--- config.mk ---
export PLATFORM = sky130hd
export DESIGN_NAME = piso_shreg
export DESIGN_NICKNAME = d
export VERILOG_FILES = /design/src/rtl/piso_pkg.sv /design/src/rtl/piso_ctrl.sv /design/src/rtl/piso_datapath.sv /design/src/rtl/piso_shreg.sv
export SDC_FILE = /design/constraint.sdc
export NUM_CORES = 1
export LEC_CHECK = 0
export BUFFER_PORTS_ARGS = -buffer_cell sky130_fd_sc_hd__clkbuf_2
export CAP_MARGIN = 20
export CORE_AREA = 2 2 39 41
export CTS_CLUSTER_DIAMETER = 80
export DETAILED_ROUTE_END_ITERATION = 10
export DIE_AREA = 0 0 41 43
export GPL_ROUTABILITY_DRIVEN = 0
export GPL_TIMING_DRIVEN = 1
export PLACE_DENSITY = 0.56
export REMOVE_ABC_BUFFERS = 1
export SYNTH_ARGS = -nofsm -noshare
export SYNTH_HDL_FRONTEND = slang
export SYNTH_SLANG_ARGS = --single-unit
--- constraint.sdc ---
create_clock -name clk -period 1.4 [get_ports clk]
set_input_delay 0.28 -clock clk [delete_from_list [all_inputs] [get_ports clk]]
set_output_delay 0.28 -clock clk [all_outputs]
set_load 0.02 [all_outputs]
--- src/rtl/piso_pkg.sv ---
package piso_pkg;
  // strobes from control to datapath; at most one is set per cycle
  typedef struct packed {
    logic load;
    logic shift;
  } pisoStrobe_t;
endpackage

--- src/rtl/piso_ctrl.sv ---
module piso_ctrl
  import piso_pkg::*;
(
  input  logic        clkEnN,
  input  logic        loadN,
  output pisoStrobe_t strobe
);
  // enable outranks the load/shift choice
  always_comb begin
    strobe.load  = !clkEnN && !loadN;
    strobe.shift = !clkEnN &&  loadN;
  end
endmodule

--- src/rtl/piso_datapath.sv ---
module piso_datapath
  import piso_pkg::*;
#(
  parameter int WIDTH = 8
) (
  input  logic             clk,
  input  logic             rstN,
  input  pisoStrobe_t      strobe,
  input  logic             serIn,
  input  logic [WIDTH-1:0] parIn,
  output logic [WIDTH-1:0] stages
);
  localparam int LAST = WIDTH - 1;

  logic [WIDTH-1:0] shifted;

  generate
    if (WIDTH > 1) begin : g_multi
      assign shifted = {stages[LAST-1:0], serIn};
    end else begin : g_single
      assign shifted = serIn;
    end
  endgenerate

  always_ff @(posedge clk or negedge rstN) begin
    if (!rstN)             stages <= '0;
    else if (strobe.load)  stages <= parIn;
    else if (strobe.shift) stages <= shifted;
  end
endmodule

--- src/rtl/piso_shreg.sv ---
module piso_shreg
  import piso_pkg::*;
#(
  parameter int WIDTH = 8
) (
  input  logic             clk,
  input  logic             rstN,
  input  logic             clkEnN,
  input  logic             loadN,
  input  logic             serIn,
  input  logic [WIDTH-1:0] parIn,
  output logic             serOut
);
  localparam int LAST = WIDTH - 1;

  pisoStrobe_t      strobe;
  logic [WIDTH-1:0] stages;

  piso_ctrl u_ctrl (
    .clkEnN (clkEnN),
    .loadN  (loadN),
    .strobe (strobe)
  );

  piso_datapath #(.WIDTH(WIDTH)) u_dp (
    .clk    (clk),
    .rstN   (rstN),
    .strobe (strobe),
    .serIn  (serIn),
    .parIn  (parIn),
    .stages (stages)
  );

  assign serOut = stages[LAST];
endmodule

==> results.md <==
- The buffers inserted during post-CTS setup optimization is 0.
- The longest individual stage delay on the worst path is 0.37 ns.
- The number of clock buffers added by TritonCTS is 3.
- After detailed routing, the number of vias per cell comes to 4.18.
- The wire length of the first global-routing pass is 1010 um.
- The die covers 0.00176 mm^2.
- The required time at the endpoint of the critical path is 1.12 ns.
- The max capacitance violation total is 0.
- The wire length after detailed routing is 645 um.
- The number of standard-cell rows in the floorplan is 14.
- The final-report hold violation count is 0.
- Based on the critical path, the design can be clocked at up to 0.956 GHz.
- The flow ran to the end, and the final reports show no timing, DRC or antenna violations.
- Counting along the longest clock path gives a buffer depth of 2.
- The maximum number of pins on one net before global-route repair is 17.
- After floorplanning, the core was sized to cover approximately 0.0014 mm^2.
- The register with the most flip-flops in the layout has 8 of them.
- The final worst clock skew is 0.00764 ns.
- After synthesis, the netlist uses 5 different library cells.
- The detailed-route via count is 272.
- The total of buffers placed on input and output ports is 13.
- The portion of the clock cycle consumed by the worst path in the final layout is 0.747.
- The number of design rule violations left after detail routing is 0.
- The worst-case IR drop observed on VDD is 0.245 mV.
- The number of primary I/O pins is 14.
- In the final layout, flip-flops and latches occupy 200 um^2.
- The overall global routing resource usage is 0.0908.
- The via count of the first global-routing pass is approximately 260.
- During synthesis, Yosys emitted a total of 0 warnings.
- The setup path with the least slack is of type flip-flop to primary output.
- The total count of max-transition violations in the final report is 0.
- The initial antenna violation count is 0.
- The iteration count of the initial detailed-routing pass is 1.
- The sequential area share after synthesis is 0.537.
- Ranked by flip-flop count, first place goes to u_dp.stages.
- The remaining antenna violation count is 0.
- The filler cells instantiated in the layout total 144.
- Traced cell by cell, the critical path runs through clkbuf_2.
- The count of final setup violators is 0.
- The global-route congestion overflow total is 0.
- Setup repair after global routing left no endpoint under its margin.
- The worst pin sits at a relative slew slack of 0.819.
- The worst path arrival time is roughly 0.77 ns.
- The number of gates resized after CTS is 0.
- Once placement finished, the instance area stood at 435 um^2.
- The type of the worst min-delay path is input pin to flip-flop.
- In the final layout, the share of cells above drive strength 1 is 0.327.
- Summed over all cells, the static leakage comes to 0.243 nW.
- The maximum level of the CTS H-tree is 1.
- After routing the design area is 468 um^2.
- The number of antenna repair diodes is 0.
- The routed wire length per instance is 9.92 um.
- For the pin with the worst max-slew slack, the measured transition is about 0.27 ns.
- Clock-pin slew was measured on the worst setup and hold paths at 0.06 ns.
- The cell area power density is around 1100 mW/mm^2.
- The footprint of the multi-input gates is between 150 and 200 um^2.
- The largest registers in the layout are u_dp.stages: 8 flops.
- In this run the cell area of the synthesized design comes to around 370 um^2.
- The accumulated negative setup slack is 0 ns.
- The sort of element at the end of the critical path is a primary output.
- Counting flops and latches in the post-synthesis netlist gives 8.
- For the finished layout, the period the worst path requires is 1.05 ns.
- Together, buffers and inverters on the worst path number 1.
- The kind of launch point of the worst setup path is a flip-flop.
- The die outline width is 41 um.
- The count of clock tree sinks is 8.
- Dividing the synthesized area by the synthesized cell count gives roughly 11 um^2.
- Of all nets on the critical path, the largest fanout is 2.
- The root buffer cell is sky130_fd_sc_hd__clkbuf_4.
- The later pin in the worst-skew pair is clocked with a latency of between 0.2 and 0.3 ns.
- The area overhead of the layout relative to synthesis is 25.5%.
- In the synthesized netlist, the number of instances is 34.
- The gate family responsible for the most delay along the worst path is flip-flops.
- The effective utilization at floorplan is 0.269.
- The number of nets in the layout is 64.
- In this run, the number of DRC markers left after iteration 0 of detailed routing was 0.
- TritonCTS built the clock tree.
- The height of the die is 43 um.
- On the critical path, the stage with the largest delay is an instance of sky130_fd_sc_hd__dfrtp_1.
[timing repair]
| item | CTS | global route |
|---|---|---|
| endpoints found under the setup margin | 0 | 0 |
| hold buffers | 1 | 0 |
| hold endpoints to repair | 8 | 0 |
[synth_stat cells, drive strengths merged]
master / number / area (um^2)
dfrtp: 8 / 200
mux2i: 8 / 80.1
nand2: 8 / 30.0
o21ai: 8 / 40.0
buf: 2 / 22.5
[worst paths after layout]
check	startpoint	endpoint	slack, ns	depth (start not counted)
min reg2reg	u_dp.stages[2]	u_dp.stages[2]	0.49	2
min in group asynchronous	rstN	u_dp.stages[4]	0.41	2
max in group asynchronous	rstN	u_dp.stages[7]	0.81	2
max	u_dp.stages[7]	serOut	0.35	1
min	parIn[3]	u_dp.stages[3]	0.31	3
max reg2reg	u_dp.stages[0]	u_dp.stages[1]	0.68	2
[routing by layer]
metal | global-route usage | wire [um] | up-vias
met1 | 0.0882 | 284 | 114
met4 | 0.100 | 14 | 0
li1 | - | - | 148
met3 | 0.0314 | 32 | 2
met2 | 0.131 | 314 | 8
met5 | 0 | 0 | -
[area by class of cell]
cell class	count	share of cell area
sequential	8	0.428
multi-input combinational	24	0.321
timing repair buffer	14	0.160
clock buffer	3	0.0481
tap	16	0.0428
[placed cells by master, fill, tap and decap left out]
master	n
sky130_fd_sc_hd__clkbuf_2	13
sky130_fd_sc_hd__mux2i_1	8
sky130_fd_sc_hd__nand2_1	8
sky130_fd_sc_hd__o21ai_1	8
sky130_fd_sc_hd__dfrtp_1	8
sky130_fd_sc_hd__clkbuf_4	3
sky130_fd_sc_hd__dlygate4sd3_1	1
[logic make-up after synthesis]
group	count (synthesis)	synth area share
AOI/OAI and AO/OA	8	0.107
buffers and inverters	2	0.0604
DFF	8	0.537
muxes	8	0.215
and+or+nand+nor	8	0.0805
[metrics by stage]
stage	setup slack (ns)	std cells	power (W)	utilization	hold slack, ns
after floorplan	0.695	32	0.000319	-	-0.0156
after global placement	0.448	61	0.000361	0.315	0.139
after detailed placement	0.426	61	0.000362	0.315	0.140
after CTS	0.335	65	0.000541	0.338	0.303
after global routing	0.313	65	0.000570	0.338	0.323
final	0.354	65	0.000530	0.338	0.306
[report_power, final]
part / internal [W] / switching [W] / total (W)
clock: 0.0000978 / 0.0000745 / 0.000172
combinational: 0.0000408 / 0.0000423 / 0.0000832
sequential: 0.000260 / 0.0000140 / 0.000274
Power figures use the tool's default switching activity.
